**src/rtl/ata_strobe_pkg.sv**
```systemverilog
package ata_strobe_pkg;

  localparam int CFG_W   = 32;
  localparam int ACT_W   = 5;
  localparam int REC_W   = 4;
  localparam int PRE_W   = 3;
  localparam int PH_W    = ACT_W;

  localparam int DMA_BIT  = 29;
  localparam int MST_BIT  = 30;
  localparam int FIFO_BIT = 31;

  typedef struct packed {
    logic [PRE_W-1:0] pre;
    logic [ACT_W-1:0] act;
    logic [REC_W-1:0] rec;
  } phase_times_t;

  typedef enum logic [1:0] {
    ST_IDLE,
    ST_SETUP,
    ST_ACT,
    ST_REC
  } seq_state_t;

  // Select the field set that matches the access class.
  function automatic phase_times_t pick_times(input logic [CFG_W-1:0] w,
                                              input logic tf);
    phase_times_t t;
    if (tf) begin
      t.pre = w[27:25];
      t.act = w[17:13];
      t.rec = w[12:9];
    end else begin
      t.pre = w[24:22];
      t.act = w[8:4];
      t.rec = w[3:0];
    end
    return t;
  endfunction

endpackage

```
**src/rtl/ata_down_counter.sv**
```systemverilog
module ata_down_counter #(
  parameter int W = 5
) (
  input  logic         clk,
  input  logic         rst,
  input  logic         load,
  input  logic         dec,
  input  logic [W-1:0] load_val,
  output logic [W-1:0] count,
  output logic         zero
);

  always_ff @(posedge clk) begin
    if (rst) begin
      count <= '0;
    end else if (load) begin
      count <= load_val;
    end else if (dec && (count != '0)) begin
      count <= count - 1'b1;
    end
  end

  assign zero = (count == '0);

endmodule

```
**src/rtl/ata_cfg_latch.sv**
```systemverilog
module ata_cfg_latch
  import ata_strobe_pkg::*;
(
  input  logic             clk,
  input  logic             rst,
  input  logic             capture,
  input  logic [CFG_W-1:0] cfg_in,
  input  logic             tf_in,
  input  logic             wr_in,
  output phase_times_t     times,
  output logic             wr_sel,
  output logic             dma_mode,
  output logic             bus_master,
  output logic             fifo_on
);

  phase_times_t sel_times;
  assign sel_times = pick_times(cfg_in, tf_in);

  always_ff @(posedge clk) begin
    if (rst) begin
      times      <= '0;
      wr_sel     <= 1'b0;
      dma_mode   <= 1'b0;
      bus_master <= 1'b0;
      fifo_on    <= 1'b0;
    end else if (capture) begin
      times      <= sel_times;
      wr_sel     <= wr_in;
      dma_mode   <= cfg_in[DMA_BIT];
      bus_master <= cfg_in[MST_BIT];
      fifo_on    <= cfg_in[FIFO_BIT] & ~cfg_in[DMA_BIT];
    end
  end

endmodule

```
**src/rtl/ata_pio_strobe_gen.sv**
```systemverilog
module ata_pio_strobe_gen
  import ata_strobe_pkg::*;
#(
  parameter int LEN_W = 8
) (
  input  logic             clk,
  input  logic             rst,
  input  logic             req_valid,
  input  logic             req_write,
  input  logic             req_taskfile,
  input  logic [LEN_W-1:0] req_len,
  input  logic [CFG_W-1:0] cfg_word,
  output logic             busy,
  output logic             done,
  output logic             rd_n,
  output logic             wr_n,
  output logic             dma_mode,
  output logic             bus_master,
  output logic             fifo_on
);

  seq_state_t   st, nst;
  phase_times_t t_new, t_held;
  logic         accept;
  logic         wr_sel;
  logic         last;

  logic             ph_load, ph_dec, ph_zero;
  logic [PH_W-1:0]  ph_val, ph_count;
  logic             bc_load, bc_dec, bc_zero;
  logic [LEN_W-1:0] bc_val, bc_count;

  logic unused_cfg_bits;
  assign unused_cfg_bits = ^{cfg_word[21:18], cfg_word[28], ph_count, bc_count};

  assign accept = (st == ST_IDLE) && req_valid;
  assign t_new  = pick_times(cfg_word, req_taskfile);

  ata_cfg_latch u_latch (
    .clk        (clk),
    .rst        (rst),
    .capture    (accept),
    .cfg_in     (cfg_word),
    .tf_in      (req_taskfile),
    .wr_in      (req_write),
    .times      (t_held),
    .wr_sel     (wr_sel),
    .dma_mode   (dma_mode),
    .bus_master (bus_master),
    .fifo_on    (fifo_on)
  );

  ata_down_counter #(.W(PH_W)) u_phase (
    .clk      (clk),
    .rst      (rst),
    .load     (ph_load),
    .dec      (ph_dec),
    .load_val (ph_val),
    .count    (ph_count),
    .zero     (ph_zero)
  );

  ata_down_counter #(.W(LEN_W)) u_burst (
    .clk      (clk),
    .rst      (rst),
    .load     (bc_load),
    .dec      (bc_dec),
    .load_val (bc_val),
    .count    (bc_count),
    .zero     (bc_zero)
  );

  // Remaining cycles after the first: task-file and zero length give none.
  always_comb begin
    if (req_taskfile || (req_len == '0)) bc_val = '0;
    else                                 bc_val = req_len - 1'b1;
  end

  always_comb begin
    nst     = st;
    ph_load = 1'b0;
    ph_dec  = 1'b0;
    ph_val  = '0;
    bc_load = 1'b0;
    bc_dec  = 1'b0;
    last    = 1'b0;
    unique case (st)
      ST_IDLE: begin
        if (req_valid) begin
          nst     = ST_SETUP;
          ph_load = 1'b1;
          ph_val  = PH_W'(t_new.pre);
          bc_load = 1'b1;
        end
      end
      ST_SETUP: begin
        if (ph_zero) begin
          nst     = ST_ACT;
          ph_load = 1'b1;
          ph_val  = PH_W'(t_held.act);
        end else begin
          ph_dec = 1'b1;
        end
      end
      ST_ACT: begin
        if (ph_zero) begin
          nst     = ST_REC;
          ph_load = 1'b1;
          ph_val  = PH_W'(t_held.rec);
        end else begin
          ph_dec = 1'b1;
        end
      end
      ST_REC: begin
        if (ph_zero) begin
          if (bc_zero) begin
            nst  = ST_IDLE;
            last = 1'b1;
          end else begin
            nst     = ST_ACT;
            ph_load = 1'b1;
            ph_val  = PH_W'(t_held.act);
            bc_dec  = 1'b1;
          end
        end else begin
          ph_dec = 1'b1;
        end
      end
      default: nst = ST_IDLE;
    endcase
  end

  always_ff @(posedge clk) begin
    if (rst) begin
      st   <= ST_IDLE;
      busy <= 1'b0;
      done <= 1'b0;
      rd_n <= 1'b1;
      wr_n <= 1'b1;
    end else begin
      st   <= nst;
      busy <= (nst != ST_IDLE);
      done <= last;
      rd_n <= !((nst == ST_ACT) && !wr_sel);
      wr_n <= !((nst == ST_ACT) && wr_sel);
    end
  end

endmodule

```
**config.mk**
```make
export PLATFORM = sky130hd
export DESIGN_NAME = ata_pio_strobe_gen
export DESIGN_NICKNAME = d
export VERILOG_FILES = /design/src/rtl/ata_strobe_pkg.sv /design/src/rtl/ata_down_counter.sv /design/src/rtl/ata_cfg_latch.sv /design/src/rtl/ata_pio_strobe_gen.sv
export SDC_FILE = /design/constraint.sdc
export NUM_CORES = 1
export LEC_CHECK = 0
export ABC_AREA = 1
export BUFFER_PORTS_ARGS = -buffer_cell sky130_fd_sc_hd__buf_2
export CORE_AREA = 5 5 56 95
export DETAILED_ROUTE_END_ITERATION = 6
export DIE_AREA = 0 0 61 100
export PLACE_DENSITY = 0.74
export SYNTH_ARGS = -nofsm -noshare
export SYNTH_HDL_FRONTEND = slang
export SYNTH_SLANG_ARGS = --single-unit
```
**constraint.sdc**
```tcl
create_clock -name clk -period 1.4 [get_ports clk]
set_input_delay 0 -clock clk [delete_from_list [all_inputs] [get_ports clk]]
set_output_delay 0 -clock clk [all_outputs]
set_load 0.005 [all_outputs]
```
# After elaboration in Yosys (flattened, before gate mapping)
# Index checks and enable logic that the tools add are counted.
[classes] multipliers=0 bitwise=4 eq_ne=4 shift=0 div=0 n_reduce_logical=21 n_lt_le_gt_ge=0 muxes=28 n_addsub=3
[op_table] cell="$mux 5" n=5
[op_table] cell="$mux 8" n=3
[op_table] cell="$pmux 5 s4" n=1
[op_table] cell="$logic_not 8->1" n=2
[op_table] cell="$sub 8x1->8 const B" n=2
[op_table] cell="$mux 12" n=1
[op_table] cell="$mux 2" n=5
[op_table] cell="$mux 1" n=9
[op_table] cell="$pmux 2 s4" n=1
[op_table] cell="$reduce_bool 8->1" n=1
[op_table] cell="$eq 2x2->1 const B" n=3
[op_table] cell="$reduce_bool 2->1" n=3
[op_table] cell="$reduce_or 3->1" n=2
[op_table] cell="$logic_and 1x1->1" n=5
[op_table] cell="$logic_not 5->1" n=1
[op_table] cell="$reduce_bool 5->1" n=1
[op_table] cell="$sub 5x1->5 const B" n=1
[op_table] cell="$mux 4" n=1
[op_table] cell="$logic_not 1->1" n=3
[op_table] cell="$mux 3" n=1
[op_table] cell="$not 1->1" n=3
[op_table] cell="$pmux 1 s3" n=1
[op_table] cell="$eq 2x1->1 const B" n=1
[op_table] cell="$logic_not 2->1" n=1
[op_table] cell="3 further kinds" n=3
[word_totals] ff_bits=32 inputBits=45 ramBits=0 wordCells=73 out_inout_bits=7 latch_bits=0 n_memories=0 rom_bits=0

# Longest topological paths before layout
# Gate-level depths: netlist of run 1.
[logic_depth] depth_word=7 mapped_depth=14

# By module
# Synthesis of run 1 repeated with hierarchy kept, for this count alone.
[hier_totals] cells_unflattened=407 hier_area_um2=2464.9
[by_module_without_submodules] mod="ata_cfg_latch" seq_area_each_um2=320.3 instances=1 area_each_um2=793.3 cells_each=122
[by_module_without_submodules] mod="ata_pio_strobe_gen" seq_area_each_um2=120.1 instances=1 area_each_um2=723.2 cells_each=123
[by_module_without_submodules] mod="ata_down_counter at u_burst" seq_area_each_um2=160.2 instances=1 area_each_um2=600.6 cells_each=104
[by_module_without_submodules] mod="ata_down_counter at u_phase" seq_area_each_um2=100.1 instances=1 area_each_um2=347.8 cells_each=58

# Least setup slack after synthesis of run 1
# Ideal clock, no wire load.
[synth_path] path_type="reg2reg" startpoint="register u_phase.count[0]" endpoint="register u_phase.count[1]" setup_time_ps=117 path_stages_with_launch=14 required_time_ps=1283 slack_ps=-75 synth_period_minus_slack_ps=1475 arrival_time_ps=1358 n_path_buf=0 cell_sequence="dfxtp_1 > inv_1 > ha_1 > inv_1 > nor2_1 > nand2_4 > nor2_4 > nand2_4 > nand3_2 > nand2_4 > nand2_4 > inv_2 > nor2_1 > a21oi_1"
[synth_between] elab_chain_cells=5 elab_cells_between_ends=16
[synth_rtl] item="start: declaration" line="ata_down_counter.sv:9" source="output logic [W-1:0] count,"
[synth_rtl] item="start signal: assignment" line="ata_down_counter.sv:17" source="count <= load_val;"
[synth_rtl] item="start signal: assignment" line="ata_down_counter.sv:19" source="count <= count - 1'b1;"
[synth_rtl] item="branches (longest 5 deep; another with $sub 5x1->5)"
# Parallel ways; which one is timed is not known. The select of a mux whose other input is x is not followed.
# A chain may end at the register's enable or synchronous reset.

# Worst setup path in the final report of run 1
[layout_path] startpoint="register u_phase.count[0]" endpoint="register u_phase.count[0]"
# Same word-level chain as after synthesis.

==> results.md, run 1 <==
* Outcome: finished with violations
* Failing checks: negative setup slack
* Die Y at approximately 100 um
* Nets at 442
* Pwr Density at 1710 nW/um^2
* Worst hold slack at between 30 and 40 ps
* Clk sinks at 32
* Largest net degree at the start of global routing at 23
* DR vias at 2,221
* Crit Path Category: flip-flop to flip-flop
* Antenna violations before repair at 0
* Initial Util at 0.470
* Largest cells by area after synthesis: dfxtp_1, nand2_1, inv_1, ha_1, nor2_1
* Post-DP HPWL at roughly 4600 um
* DRC violations left at 0
* Fin. max-slew vios at 0
* Hold Crit Class: input port to flip-flop
* Layout Skew at 8.61 ps
* Sequential fraction of the synthesis area at 0.309
* Minimum clock period at 1580 ps
* Slew headroom at 0.645
* Worst-path clk slew at around 70 ps
* Worst slew pin tran at roughly 530 ps
* Clock power share at 0.134
* Worst Path Arrival at 1790 ps
* Switching Share at 0.429
* Fin cells at 437
* Worst Setup End Kind: flip-flop
* Cell family with most CP delay: simple AND/OR/NAND/NOR gates
* Post-route cell area at 2900 um^2
* Worst reg-to-reg setup slack at -180 ps
* Design internal power at between 2000 and 3000 uW
* CP cell instances: inv_2, ha_4, inv_2, nor2_4, nand2_4, nor2_4, nand2_4, nand3_2, nand2_4, nand2_4, inv_2, nand2_1, a21oi_2
* Std cell rows at 32
* Cell Area, Placed at 2610 um^2
* Most common cell after layout, fill and taps aside: nand2_1
* Crit-path max FO at 6
* #FFs+latches synth at 32
* Fin. Hold Viols at 0
* Number of cells after detailed placement at 424
* Setup slack after layout at -179 ps
* Hold path startpoint: cfg_word[29]
* DRT Pass-1 Iters at 4
* ANT nets after route at 0
* Clk Latency, worst-skew pair at 280 ps
* Final Total Pwr at 4970 uW
* Worst EP required at between 1500 and 2000 ps
* Dominant cell type by area after synthesis: dfxtp_1
* Global-route wire length before repair at 9180 um
* Hold Crit Depth at 3
* Reg power frac at 0.272
* Buffers & Inverters on Critical Path at 3
* Synth Instances at 302
* # IOs at 52
* RR Endpoint: u_phase.count[0]$_SDFFE_PP0P_
* Crit path largest cell delay at 350 ps
* Routability Congestion at 0.913
* VDD IR max at 1.21 mV
* Stages on worst setup path at 13
* Place WS at -165 ps
* Max Fclk at 0.633 GHz
* Area Overhead vs Synth at 39.9%
* Most frequent CP cell: nand2_4
* Core ar. at 4400 um^2
* Routed len/inst at 13.5 um
* Drt total wl at 5910 um
* Period utilization at 1.13
* P_sw at 2130 uW
* Final setup viols at 18
* Syn_area_per_cell at 6.86 um^2
* Hold Path Sink: u_latch.dma_mode$_SDFFE_PP0P_
* Yosys warns at 0
* Most frequent cells in the layout: nand2_1, buf_2, buf_4
* DR vias/cell at 5.08
* CTS tree: yes
* Vias in the first global route at 2,168
* IO buf count at 46
* H-tree Lvls at 2
* RSZ-0062 raised after global routing: true
* Die Wd at about 60 um
* Die area at 6100 um^2
* Total grt overflow at 0
* Reg2reg start: u_phase.count[0]$_SDFFE_PP0P_
* N_diodes at 0
* Combinational share of power at 0.594
* Total CTS buffers at 5
* Top cell type's share of synthesized area at 0.309
* Starting DRT DRC Count at between 40 and 50
* Critical-path top delay cell: dfxtp_2
* Share of cells above drive strength 1 at 0.396
* Total track usage at 0.197
* Netlist Area Pre-Place at 2070 um^2
* Synth unique cells at 33
* Syn_nets at 358
* Max Cap Viol at 0
* R2R depth at 13
* Clock root buffer: clkbuf_8
* Clk buf depth at 2
* Startpoint Class: flip-flop
* Leak Pwr at around 0.0014 uW
-- layer usage --
| layer | vias up | wire (um) | GRT usage |
|---|---|---|---|
| li1 | 1138 | - | - |
| met1 | 1005 | 2040 | 0.190 |
| met2 | 56 | 3380 | 0.391 |
| met3 | 22 | 219 | 0.0257 |
| met4 | 0 | 279 | 0.0785 |
| met5 | - | 0 | 0 |
-- worst reg2reg max path, cell delays in order (launching register included) --
cell	delay (ps)
dfxtp_2	350
inv_2	60
ha_4	150
inv_2	60
nor2_4	40
nand2_4	110
nor2_4	60
nand2_4	100
nand3_2	90
nand2_4	130
nand2_4	80
inv_2	80
nand2_1	70
a21oi_2	140
-- timing repair --
action	in CTS	in global routing
cloned	0	1
pin swaps	1	8
hold buffers	3	0
buffers inserted	0	2
resized for setup	13	34
endpoints found under the setup margin	28	28
endpoints found under the hold margin	3	0
-- stage by stage --
stage	TNS, ps	util
floorplan	-1.53	-
detailed placement	-2080	0.592
finish	-1970	0.658
CTS	-2170	0.623
global route	-3700	0.658
global placement	-1760	0.592
-- registers in the layout, indices dropped and copies added, names as in the netlist --
register and count:
wr_n 1, u_latch.bus_master 1, u_latch.dma_mode 1, st 2
rd_n 1, u_latch.fifo_on 1, u_phase.count 5, busy 1
u_latch.wr_sel 1, u_burst.count 8, u_latch.times 9, done 1
-- worst max-delay path by stage --
stage	startpoint	end	slack, ps
after floorplan	u_phase.count[0]$_SDFFE_PP0P_	u_phase.count[0]$_SDFFE_PP0P_	-2
after global placement	u_phase.count[0]$_SDFFE_PP0P_	busy$_SDFF_PP0_	-190
after detailed placement	u_phase.count[0]$_SDFFE_PP0P_	u_burst.count[7]$_SDFFE_PP0P_	-170
after CTS	u_phase.count[0]$_SDFFE_PP0P_	u_burst.count[7]$_SDFFE_PP0P_	-180
after global routing	u_phase.count[0]$_SDFFE_PP0P_	wr_n$_SDFF_PP1_	-270
final	u_phase.count[0]$_SDFFE_PP0P_	u_phase.count[0]$_SDFFE_PP0P_	-180
-- cell families (layout without fill, tap and decap cells) --
logic type               count (synthesis)  in the layout  synth area share
AO/OA/AOI/OAI                           58             58             0.173
XOR/XNOR                                10             10            0.0423
buffers and inverters                   53            137            0.0996
adder cells (fa/ha/maj)                 11             11            0.0664
AND/OR/NAND/NOR                        138            138             0.309
flip-flops                              32             32             0.309
-- layout make-up --
class                   instances  area, um^2
fillers                       400        1510
multi-input cells             217        1360
flip-flops and latches         32         648
repair buffers                 85         576
inverters                      45         174
clock buffers                   6        72.6
well taps                      51        63.8
clock inverters                 1        5.00
-- synth_stat cells (all sizes together) --
cell,number
dfxtp,32
nor4,1
nand3,15
a21boi,2
buf,1
clkbuf,7
ha,11
xnor2,2
a21oi,12
o21ai,26
xor2,8
inv,45
nand4,2
o211ai,9
or2,1
nand2,79
o31ai,1
o21a,2
a31oi,4
a22oi,2
nor2,31
nor3,9
-- power groups by stage --
stage,Sequential (uW),Clock [uW],Combinational (uW)
after floorplan,1330,0,1630
after global placement,1340,0,2460
after detailed placement,1350,0,2500
after CTS,1340,683,2590
after global routing,1390,713,3240
final,1350,665,2950
Power figures use the tool's default switching activity.
==> inputs of run 2 (changes only) <==
--- a/config.mk
+++ b/config.mk
@@ -7,10 +7,11 @@
 export LEC_CHECK = 0
 export ABC_AREA = 1
 export BUFFER_PORTS_ARGS = -buffer_cell sky130_fd_sc_hd__buf_2
-export CORE_AREA = 5 5 56 95
+export CORE_AREA = 5 5 60 101
 export DETAILED_ROUTE_END_ITERATION = 6
-export DIE_AREA = 0 0 61 100
-export PLACE_DENSITY = 0.74
+export DIE_AREA = 0 0 65 106
+export PLACE_DENSITY = 0.75
 export SYNTH_ARGS = -nofsm -noshare
 export SYNTH_HDL_FRONTEND = slang
+export SYNTH_HIERARCHICAL = 1
 export SYNTH_SLANG_ARGS = --single-unit
==> run 2 against run 1 <==
  * The run still ends with negative setup slack left
  * Combinational power rose by 34%
  * Routed wire length rose by 14%
  * Worst setup slack got worse by 180 ps
  * Utilization fell by 1.4 points
  * Sequential power fell by 5%
  * First-iteration DRC count rose by 83%
  * Critical path type unchanged
  * Sequential share of layout area fell by 3.0 points
==> results.md, run 2 <==
* Outcome: finished with violations
* Failing checks: negative setup slack
* Fin. max-slew vios at 0
* Max Cap Viol at 0
* Syn_nets at 438
* Crit Path Category: flip-flop to flip-flop
* VDD IR max at 0.883 mV
* Worst-path clk slew at roughly 60 ps
* Antenna violations before repair at 0
* Vias in the first global route at ~2,600
* Leak Pwr at 0.00176 uW
* Slew headroom at 0.790
* Clock root buffer: clkbuf_8
* Total CTS buffers at 5
* N_diodes at 0
* Share of cells above drive strength 1 at 0.360
* Post-DP HPWL at 4670 um
* DRC violations left at 0
* Max reg flops at 9
* Largest net degree at the start of global routing at 24
* Total grt overflow at 0
* Clk buf depth at 2
* DR vias/cell at 4.87
* CTS tree: yes
* Startpoint Class: flip-flop
* Die Y at 106 um
* Layout Skew at 8.43 ps
* ANT nets after route at 0
* DR vias at 2,633
* Die Wd at between 60 and 70 um
* Synth Instances at around 380
* Worst reg-to-reg setup slack at -360 ps
* Number of cells after detailed placement at slightly above 500
* Global-route wire length before repair at about 11,000 um
* Core ar. at roughly 5200 um^2
* Area Overhead vs Synth at 44.5%
* Final setup viols at 18
* Minimum clock period at 1760 ps
* Worst Path Arrival at 1930 ps
* Syn_area_per_cell at 6.06 um^2
* Hold Crit Class: input port to flip-flop
* IO buf count at 46
* Worst EP required at 1570 ps
* DRT Pass-1 Iters at 4
* Total track usage at 0.196
* Fin. Hold Viols at 0
* Yosys warns at 6
* Most common cell after layout, fill and taps aside: nand2_1
* Biggest regs: u_latch/times (9), u_burst/count (8), u_phase/count (5)
* Setup slack after layout at -356 ps
* Max Fclk at roughly 0.57 GHz
* Largest register by flop count: u_latch/times
* RSZ-0062 raised after global routing: true
* Clk sinks at 32
* Crit-path max FO at 12
* Routed len/inst at 12.5 um
* Drt total wl at 6760 um
* Period utilization at 1.25
* Starting DRT DRC Count at 86
* Worst slew pin tran at 315 ps
* Most frequent cells in the layout: nand2_1, nor2_1, buf_2, buf_4, inv_1
* Std cell rows at 35
* Die area at 6890 um^2
* Fin cells at roughly 540
* Pwr Density at 1850 nW/um^2
* Netlist Area Pre-Place at 2320 um^2
* Initial Util at 0.446
* Setup TNS at -4390 ps
* Clk Latency, worst-skew pair at 280 ps
* Nets at 540
* # IOs at 52
* H-tree Lvls at 2
* Worst Setup End Kind: flip-flop
* Routability Congestion at 0.884
## run 2: cell count changes in the layout (fill, tap and decap cells not counted), moves of 8 or more
cell / change
nand3_1: +24
nand2_1: +30
buf_4: +15
o211ai_1: -9
o21ai_1: -8
nor2_1: +42
inv_1: +15
## run 2: path summary, 6_finish.rpt
path / start / end / cells after the start
setup / recovery: u_phase/count[0]$_SDFFE_PP0P_ / u_phase/count[4]$_SDFFE_PP0P_ / 13
hold / removal: cfg_word[7] / u_latch/times[7]$_SDFFE_PP0P_ / 5
setup reg to reg: u_phase/count[0]$_SDFFE_PP0P_ / u_phase/count[4]$_SDFFE_PP0P_ / 13
hold reg to reg: u_latch/fifo_on$_SDFFE_PP0P_ / u_latch/fifo_on$_SDFFE_PP0P_ / 2
## run 2: area by class of cell
cell class | count | area, um^2
multi-input combinational | 281 | 1530
clock buffer | 7 | 96.3
timing repair buffer | 106 | 746
clock inverter | 1 | 30.0
fill | 434 | 1860
inverter | 59 | 239
tap | 55 | 68.8
sequential | 32 | 651
## run 2: through the flow
step                      utilization  hold WS, ps  total power [uW]  worst slack (ps)  cell area [um^2]
after floorplan                     -         69.1              3360              -304              2360
after global placement          0.545          258              4210              -235              2840
after detailed placement        0.545          261              4300              -284              2840
after CTS                       0.620        0.834              5780              -234              3230
after global routing            0.644         15.0              6660              -445              3360
final                           0.644         6.99              6200              -356              3360
## run 2: what timing repair did
item | 4_1_cts | 5_1_grt
hold buffers | 8 | 0
buffers inserted | 12 | 7
gates cloned | 0 | 1
pin swaps | 14 | 11
setup endpoints to repair | 17 | 30
endpoints found under the hold margin | 7 | 0
resized for setup | 34 | 22
## run 2: power by group
group | internal (uW) | switching, uW | total [uW]
clock network | 628 | 347 | 975
logic | 1820 | 2130 | 3940
registers | 1140 | 134 | 1280
total | 3590 | 2610 | 6200
## run 2: worst max-delay path: stages, from the launching register on
cell	delay (ps)
dfxtp_2	320
inv_2	80
ha_4	150
nand3_4	90
inv_4	100
nand2_4	50
nor2_4	150
a21oi_2	60
o21ai_2	220
inv_4	110
nor2_2	110
nor2_1	60
nand2_1	90
nor2_1	40
## run 2: routing by layer
metal  up-vias  track usage  wire, um
met5         -            0         0
met4         0        0.124       259
met3        19       0.0338       191
met1      1184        0.171      2350
met2        52        0.390      3960
li1       1378            -         -
==> inputs of run 3 (changes only) <==
--- a/config.mk
+++ b/config.mk
@@ -10,7 +10,9 @@
 export CORE_AREA = 5 5 60 101
 export DETAILED_ROUTE_END_ITERATION = 6
 export DIE_AREA = 0 0 65 106
+export GPL_TIMING_DRIVEN = 0
 export PLACE_DENSITY = 0.75
+export SLEW_MARGIN = 20
 export SYNTH_ARGS = -nofsm -noshare
 export SYNTH_HDL_FRONTEND = slang
 export SYNTH_HIERARCHICAL = 1
==> run 3 against run 2 <==
  * Utilization decreased by 3.6 points
  * Largest power group unchanged
  * Cell count fell by 3.0%
  * First-iteration DRC count rose by 9.3%
  * Critical path type unchanged
  * The flow still finishes with violations (negative setup slack)
  * Highest routed layer unchanged
  * Global-route usage shrank 1.3 points
==> results.md, run 3 (synthesis results as in run 2) <==
* Clk buf depth at 2
* Antenna violations before repair at 0
* Vias in the first global route at 2,471
* RSZ-0062 raised after global routing: true
* Clk sinks at 32
* Fin. max-slew vios at 0
* ANT nets after route at 0
* Worst EP required at roughly 1600 ps
* Leak Pwr at roughly 0.0017 uW
* Crit Path Category: flip-flop to flip-flop
* Met3 Routed Length at between 200 and 250 um
* VDD IR max at approximately 1.0 mV
* Routability Congestion at 0.813
* Post-DP HPWL at 4480 um
* Post-route cell area at between 3000 and 4000 um^2
* Cell family with most CP delay: simple AND/OR/NAND/NOR gates
* N_diodes at 0
* Max reg flops at 9
* Drt total wl at 6310 um
* Period utilization at 1.28
* IO buf count at 46
* DRC violations left at 0
* Outcome: finished with violations
* Die Y at ~110 um
* Area Overhead vs Synth at 36.4%
* Worst Setup End Kind: flip-flop
* DR vias/cell at between 4 and 5
* Fin. Hold Viols at 0
* Total CTS buffers at 5
* Die area at 6890 um^2
* Minimum clock period at 1800 ps
* Met1 WL at 2120 um
* Routed len/inst at 12.0 um
* Most common cell after layout, fill and taps aside: nand2_1
* Met2 wire length at 3760 um
* Critical-path top delay cell: dfxtp_2
* Worst slew pin tran at about 390 ps
* Utilization after layout at 0.608
* Layout Skew at 6.36 ps
* Pwr Density at 1710 nW/um^2
* Starting DRT DRC Count at 94
* Final setup viols at 17
* Slew headroom at 0.739
* Failing checks: negative setup slack
* Initial Util at 0.446
* Nets at 524
* Highest Signal Layer: met4
* Worst-path clk slew at 70 ps
* Max Fclk at approximately 0.56 GHz
* DRT Pass-1 Iters at 4
* Total track usage at 0.184
* Global-route wire length before repair at 10,100 um
* Setup slack after layout at -399 ps
* Clk Latency, worst-skew pair at 290 ps
* H-tree Lvls at 2
* DR vias at 2,583
* Crit-path max FO at 5
* Most frequent cells in the layout: nand2_1, nor2_1, buf_2
* Fin cells at 525
* Die Wd at 65 um
* CP cell instances: inv_2, ha_4, nand3_4, inv_4, nand2_4, nor2_4, a21oi_2, o21ai_2, inv_2, buf_6, nor2_2, nor2_1, nand2_1, nor2_1
* Worst hold slack at 2.74 ps
* Max Cap Viol at 0
* Largest net degree at the start of global routing at 14
* Clock root buffer: clkbuf_8
* Share of cells above drive strength 1 at 0.323
* CTS tree: yes
* Crit path largest cell delay at 330 ps
* Cell Area, Placed at around 2700 um^2
* Biggest regs: u_latch/times (9), u_burst/count (8), u_phase/count (5)
* Std cell rows at 35
* Total grt overflow at 0
* Hold Crit Class: input port to flip-flop
* # IOs at 52
* Startpoint Class: flip-flop
* Number of cells after detailed placement at 484
* Worst Path Arrival at between 1500 and 2000 ps
* Largest register by flop count: u_latch/times
* Core ar. at around 5200 um^2
* Buffers & Inverters on Critical Path at 4
==> run 3: metrics by stage <==
stage          setup TNS, ps  setup slack, ps  total power [uW]
2_1_floorplan          -1410             -304              3360
3_3_place_gp           -4090             -533              3830
3_5_place_dp           -4480             -564              3890
4_1_cts                -2730             -265              5010
5_1_grt                -5460             -505              5880
6_report               -3710             -399              5410
==> run 3: path summary, 6_finish.rpt <==
path	from	end	slack, ps	cells past startpoint
setup / recovery	u_phase/count[0]$_SDFFE_PP0P_	u_phase/count[0]$_SDFFE_PP0P_	-400	14
hold / removal	cfg_word[2]	u_latch/times[2]$_SDFFE_PP0P_	3	5
hold reg to reg	u_latch/bus_master$_SDFFE_PP0P_	u_latch/bus_master$_SDFFE_PP0P_	470	2
setup reg to reg	u_phase/count[0]$_SDFFE_PP0P_	u_phase/count[0]$_SDFFE_PP0P_	-400	14
==> run 3: repair_timing <==
item | in CTS | in global routing
cloned | 2 | 0
setup buffers | 10 | 12
resized for setup | 26 | 23
endpoints found under the setup margin | 17 | 23
pin swaps | 12 | 9
endpoints found under the hold margin | 9 | 0
hold buffers | 10 | 0
==> run 3: worst reg2reg max path, stage by stage, from the launching register on <==
cell,delay [ps]
dfxtp_2,330
inv_2,80
ha_4,140
nand3_4,90
inv_4,80
nand2_4,50
nor2_4,160
a21oi_2,50
o21ai_2,210
inv_2,90
buf_6,140
nor2_2,110
nor2_1,50
nand2_1,80
nor2_1,40
==> run 3: final cells by class <==
class,instances,area (um^2)
clock buffer,6,82.6
inverter,59,236
buffer,11,113
multi-input combinational,281,1490
timing repair buffer,78,504
sequential,32,659
tap,55,68.8
clock inverter,2,10.0
timing repair inverter,1,7.51
fill,487,2040
==> run 3: metal layers <==
layer	vias to the layer above	global-route usage
li1	1343	-
met1	1163	0.151
met2	58	0.393
met3	19	0.0264
met4	0	0.0862
met5	-	0
==> run 3: report_power, final <==
group          internal (uW)  switching [uW]  total [uW]  leakage, uW
registers               1150             168        1320     0.000268
clock network            392             356         748    0.0000510
logic                   1420            1930        3350      0.00134
